==> src/rtl/fs4_pkg.sv <==
package fs4_pkg;
  localparam int unsigned PH_W = 2;

  typedef struct packed {
    logic q_inv;       // bit 1
    logic fmt_offset;  // bit 0
  } ctrl_t;

  typedef enum logic [PH_W-1:0] {
    PH_0 = 2'd0,
    PH_1 = 2'd1,
    PH_2 = 2'd2,
    PH_3 = 2'd3
  } phase_e;

  typedef enum logic [1:0] {
    WT_ZERO = 2'd0,
    WT_POS  = 2'd1,
    WT_NEG  = 2'd2
  } weight_e;
endpackage

==> src/rtl/fs4_rst_sync.sv <==
module fs4_rst_sync #(
  parameter int unsigned STAGES = 2
) (
  input  logic clk,
  input  logic rst_n,
  output logic rst_n_sync
);
  logic [STAGES-1:0] sync_q;
  logic [STAGES-1:0] sync_d;

  always_comb begin
    sync_d = {sync_q[STAGES-2:0], 1'b1};
  end

  always_ff @(posedge clk or negedge rst_n) begin
    if (!rst_n) sync_q <= '0;
    else        sync_q <= sync_d;
  end

  assign rst_n_sync = sync_q[STAGES-1];
endmodule

==> src/rtl/fs4_fmt_conv.sv <==
module fs4_fmt_conv #(
  parameter int unsigned W = 9
) (
  input  logic [W-1:0]        raw,
  input  logic                fmt_offset,
  output logic signed [W-1:0] sample
);
  // Offset binary differs from two's complement only in the sign bit.
  always_comb begin
    sample = raw;
    if (fmt_offset) sample[W-1] = ~raw[W-1];
  end
endmodule

==> src/rtl/fs4_phase_ctr.sv <==
module fs4_phase_ctr
  import fs4_pkg::*;
(
  input  logic   clk,
  input  logic   rst_n,
  input  logic   adv,
  output phase_e phase
);
  phase_e phase_q;
  phase_e phase_d;

  always_comb begin
    phase_d = phase_q;
    if (adv) phase_d = phase_e'(phase_q + 2'd1);
  end

  always_ff @(posedge clk or negedge rst_n) begin
    if (!rst_n) phase_q <= PH_0;
    else        phase_q <= phase_d;
  end

  assign phase = phase_q;
endmodule

==> src/rtl/fs4_lane.sv <==
module fs4_lane
  import fs4_pkg::*;
#(
  parameter int unsigned W      = 9,
  parameter bit          Q_LANE = 1'b0
) (
  input  phase_e              phase,
  input  logic                flip,
  input  logic signed [W-1:0] sample,
  output logic signed [W-1:0] mixed
);
  localparam logic [W-1:0] MOST_NEG = {1'b1, {(W-1){1'b0}}};
  localparam logic [W-1:0] MOST_POS = {1'b0, {(W-1){1'b1}}};
  localparam logic [W-1:0] ONE      = {{(W-1){1'b0}}, 1'b1};

  weight_e             wt;
  logic signed [W-1:0] negated;

  generate
    if (Q_LANE) begin : g_q
      always_comb begin
        unique case (phase)
          PH_1:    wt = flip ? WT_POS : WT_NEG;
          PH_3:    wt = flip ? WT_NEG : WT_POS;
          default: wt = WT_ZERO;
        endcase
      end
    end else begin : g_i
      logic unused_flip;
      assign unused_flip = flip;
      always_comb begin
        unique case (phase)
          PH_0:    wt = WT_POS;
          PH_2:    wt = WT_NEG;
          default: wt = WT_ZERO;
        endcase
      end
    end
  endgenerate

  // Two's complement negate; the one code without a positive twin saturates.
  always_comb begin
    if (sample == MOST_NEG) negated = MOST_POS;
    else                    negated = ~sample + ONE;
  end

  always_comb begin
    unique case (wt)
      WT_POS:  mixed = sample;
      WT_NEG:  mixed = negated;
      default: mixed = '0;
    endcase
  end
endmodule

==> src/rtl/fs4_downmix.sv <==
module fs4_downmix
  import fs4_pkg::*;
#(
  parameter int unsigned W = 9
) (
  input  logic                clk,
  input  logic                rst_n,
  input  logic                in_valid,
  input  logic [W-1:0]        in_data,
  input  logic [1:0]          ctrl,
  output logic                out_valid,
  output logic signed [W-1:0] out_i,
  output logic signed [W-1:0] out_q
);
  ctrl_t               cfg;
  logic                rst_n_int;
  logic                accept;
  phase_e              phase;
  logic signed [W-1:0] sample;
  logic signed [W-1:0] mix_i;
  logic signed [W-1:0] mix_q;

  logic                vld_q, vld_d;
  logic signed [W-1:0] i_q, i_d;
  logic signed [W-1:0] q_q, q_d;

  assign cfg = ctrl_t'(ctrl);

  fs4_rst_sync #(.STAGES(2)) u_rst (
    .clk        (clk),
    .rst_n      (rst_n),
    .rst_n_sync (rst_n_int)
  );

  assign accept = in_valid & rst_n_int;

  fs4_phase_ctr u_phase (
    .clk   (clk),
    .rst_n (rst_n_int),
    .adv   (accept),
    .phase (phase)
  );

  fs4_fmt_conv #(.W(W)) u_conv (
    .raw        (in_data),
    .fmt_offset (cfg.fmt_offset),
    .sample     (sample)
  );

  fs4_lane #(.W(W), .Q_LANE(1'b0)) u_lane_i (
    .phase  (phase),
    .flip   (1'b0),
    .sample (sample),
    .mixed  (mix_i)
  );

  fs4_lane #(.W(W), .Q_LANE(1'b1)) u_lane_q (
    .phase  (phase),
    .flip   (cfg.q_inv),
    .sample (sample),
    .mixed  (mix_q)
  );

  always_comb begin
    vld_d = accept;
    i_d   = i_q;
    q_d   = q_q;
    if (accept) begin
      i_d = mix_i;
      q_d = mix_q;
    end
  end

  always_ff @(posedge clk or negedge rst_n_int) begin
    if (!rst_n_int) begin
      vld_q <= 1'b0;
      i_q   <= '0;
      q_q   <= '0;
    end else begin
      vld_q <= vld_d;
      i_q   <= i_d;
      q_q   <= q_d;
    end
  end

  assign out_valid = vld_q;
  assign out_i     = i_q;
  assign out_q     = q_q;
endmodule

==> config.mk <==
export PLATFORM = sky130hd
export DESIGN_NAME = fs4_downmix
export DESIGN_NICKNAME = d
export VERILOG_FILES = /design/src/rtl/fs4_pkg.sv /design/src/rtl/fs4_rst_sync.sv /design/src/rtl/fs4_fmt_conv.sv /design/src/rtl/fs4_phase_ctr.sv /design/src/rtl/fs4_lane.sv /design/src/rtl/fs4_downmix.sv
export SDC_FILE = /design/constraint.sdc
export NUM_CORES = 1
export LEC_CHECK = 0
export BUFFER_PORTS_ARGS = -buffer_cell sky130_fd_sc_hd__buf_4
export CAP_MARGIN = 10
export CORE_MARGIN = 4
export CORE_UTILIZATION = 47
export DETAILED_ROUTE_END_ITERATION = 6
export PLACE_DENSITY = 0.73
export SLEW_MARGIN = 20
export SYNTH_ARGS = -nofsm -noshare
export SYNTH_HDL_FRONTEND = slang
export SYNTH_SLANG_ARGS = --single-unit
==> constraint.sdc <==
create_clock -name clk -period 0.8 [get_ports clk]
set_input_delay 0.04 -clock clk [delete_from_list [all_inputs] [get_ports clk]]
set_output_delay 0.04 -clock clk [all_outputs]
set_load 0.05 [all_outputs]
==> results.yml <==
grt:
  grt_pass1_vias: 1604
  grt_max_degree: 20
  grt_antenna_before_repair: 0
  grt_pass1_wl_um: 7258
  grt-ovfl-total: 0
  track_usage_pct: 25.90
synthesis:
  synth_cell_types: 40
  avgSynthCellArea_um2: 9.173
  yosys_warnings: 0
  synth_fp_nets: 169
  syn_area_um2: 1358
  async_flop_share_pct: 100.0
  synth-edff-count: 0
  ys_ff_latch: 23
  yosysSeqAreaShare_pct: 42.40
  synthFlopType: "dfrtp_1"
  synth_cells: 148
min_path:
  hp-start: "in_data[4]"
  min_path_cells: 4
  hold_path_class: "input port to register"
  hold_path_end: "out_q[4]"
final_layout:
  seq_area_um2: 576.8
  fin_cells: 272
  multi_input_area_um2: 870.8
  final_layout_size_suffix_gt1_share_pct: 56.43
  n_fill_cell: 156
  area_growth_pct: 74.47
  antenna_cells: 0
  fin_nets: 263
cts:
  clk_latency_ns: 0.33
  cts-root-buf: "clkbuf_4"
  clk_pin_slew_ns: 0.14
  htree_levels: 1
  cts_tree: "yes"
  cts_buffers: 3
  cts_buffer_depth: 2
  cts_sinks: 23
routing:
  via_per_inst: 5.640
  vias: 1534
  wirelength_um: 4697
  routedWlPerCell_um: 17.27
  drtIter0Drc: 82
  drtAntennaViolNets: 0
  firstDrtPassIters: 4
  drt_drc_violations_left: 0
sta:
  fin_crit_sh_pct: 239.6
  drv_slew: 0
  period_needed_ns: 1.917
  finalSetupViolCount: 40
  finalHoldViolCount: 0
  setup_ws_ns: -1.117
  skew_ns: 0.01202
  rsz0062_at_grt: "true"
  max_slew_margin_pct: 59.09
  hold_slack_ns: 0.06425
  tightest_slew_ns: 0.6092
  max_freq_mhz: 521.8
die:
  fp.coreArea_um2: 2758
  rows: 19
  io_pins: 33
  start_util_pct: 49.23
  die_x_um: 61.75
  die_area_um2: 3812
  die_y_um: 61.75
worst_setup_path:
  r2r_slack_ns: -1.12
  critPathArrivalTime_ns: 2.14
  endpoint_kind: "register"
  reg2reg_depth: 7
  required_ns: 1.02
  rr_startpoint: "u_phase.phase[0]"
  cp-start-kind: "register"
  critPathMaxFanout: 3
  timing.rr.end: "out_q[8]"
  path_class: "register to register"
flow_run:
  maxCapViolCount: 0
place:
  dp.cells: 250
  gp_congestion: 0.9242
  io_buffers: 32
  dp_hpwl_um: 3206
power:
  worst_ir_drop_vdd_v: 0.002694
  p_leak_nw: 1.119
  power_per_cell_area_nw_per_um2: 3250
run_status:
  violations: "setup timing"
  status: "complete, but fails checks"
-- registers in the layout (all words and copies together) (netlist names) --
signal / count
out_valid: 1
u_rst.sync_q: 2
u_phase.phase: 2
out_i: 9
out_q: 9
-- worst max path at each step --
stage          slack [ns]  endpoint             start  cells after the start
2_1_floorplan       -1.02  out_q[8]  u_phase.phase[0]                      7
3_3_place_gp        -1.02  out_q[6]  u_phase.phase[0]                      7
3_5_place_dp        -1.11  out_q[6]  u_phase.phase[1]                      8
4_1_cts             -1.08  out_q[7]  u_phase.phase[1]                      7
5_1_grt             -1.17  out_q[7]  u_phase.phase[0]                      6
6_report            -1.12  out_q[8]  u_phase.phase[0]                      7
-- report_power, final --
part	switching [mW]	internal [mW]	total, mW	leakage, nW
sequential	0.314	1.54	1.86	0.298
combinational	2.81	2.44	5.26	0.803
clock	0.397	0.188	0.585	0.0177
total	3.52	4.17	7.70	1.12
-- Yosys cell counts, types with 2 or more instances --
cell type   n  share of area, %
nand2_1    25               6.9
dfrtp_1    23                42
o21ai_0    11               4.1
a21oi_1     9               3.3
inv_1       9               2.5
nor2_1      9               2.5
ha_1        7               6.5
nor3_1      5               1.8
a22oi_1     4               2.2
nand3_1     4               1.5
o211ai_1    4               2.2
xnor2_1     4               2.6
clkbuf_1    3              0.83
o31ai_1     3               1.7
a2bb2oi_1   2               1.3
and2_1      2              0.92
-- worst max-delay path: stages, from the launching register on --
cell and delay [ns]:
dfrtp_1 0.44, ha_2 0.20, mux2_4 0.29, ha_4 0.29, and3b_1 0.19, nand2_1 0.08, nor3_1 0.05, a221o_1 0.26
-- metal layers --
metal / up-vias / track usage [%] / share of wire [%] / wire length [µm]
li1: 710 / - / - / -
met2: 71 / 45.29 / 50 / 2331
met3: 14 / 7.025 / 7.5 / 351
met4: 0 / 7.273 / 1.9 / 89
met5: - / 0 / 0 / 0
met1: 739 / 31.16 / 41 / 1925
-- per-stage QoR --
stage	setup slack (ns)	cell area, µm²	TNS, ns	power, mW	utilization [%]
floorplan	-1.023	1388	-15.34	4.213	-
global placement	-1.024	1964	-15.12	5.634	71.23
detailed placement	-1.113	1964	-16.09	5.763	71.23
CTS	-1.084	2262	-16.60	7.179	82.03
global route	-1.173	2369	-19.21	8.141	85.89
finish	-1.117	2369	-17.14	7.697	85.89
-- cells in the final DEF (no fill, tap or decap), drive strengths merged --
cell type	instances
a21oi	10
a221o	1
a22oi	4
a2bb2oi	2
a311o	1
a31oi	1
a41oi	1
and2	2
and3b	1
buf	93
clkbuf	3
clkinv	1
conb	1
dfrtp	23
dlygate4sd3	2
ha	7
inv	9
mux2	1
mux2i	1
nand2	25
nand2b	1
nand3	4
nor2	9
nor3	5
nor4b	2
o211ai	4
o21ai	12
o22ai	1
o31a	1
o31ai	4
o41ai	1
or2b	1
or3	1
or4b	1
xnor2	4
xor2	1
-- what timing repair did --
item | in CTS | in global routing
resized for setup | 49 | 16
hold buffers | 1 | 1
gates cloned | 0 | 0
pin swaps | 5 | 10
buffers inserted | 11 | 6
hold endpoints to repair | 2 | 2
endpoints found under the setup margin | 40 | 40
-- cell families (layout without fill, tap and decap cells) --
family                   Yosys count  in the layout  synth area share [%]
AO/OA/AOI/OAI                     43             43                 21.01
XOR/XNOR                           5              5                 3.226
AND/OR/NAND/NOR                   52             52                 19.63
buffers and inverters             15            108                 5.437
other                              1              1                0.2762
multiplexers                       2              2                 1.567
adder cells (fa/ha/maj)            7              7                 6.451
flip-flops                        23             23                 42.40
-- layout make-up --
type | count | area share (%)
clock buffers | 3 | 0.9509
flip-flops and latches | 23 | 24.35
multi-input cells | 110 | 36.77
clock inverters | 1 | 0.2113
repair buffers | 95 | 34.44
inverters | 9 | 1.638
well taps | 31 | 1.638
Note: power is estimated with default switching activity, not from simulation.
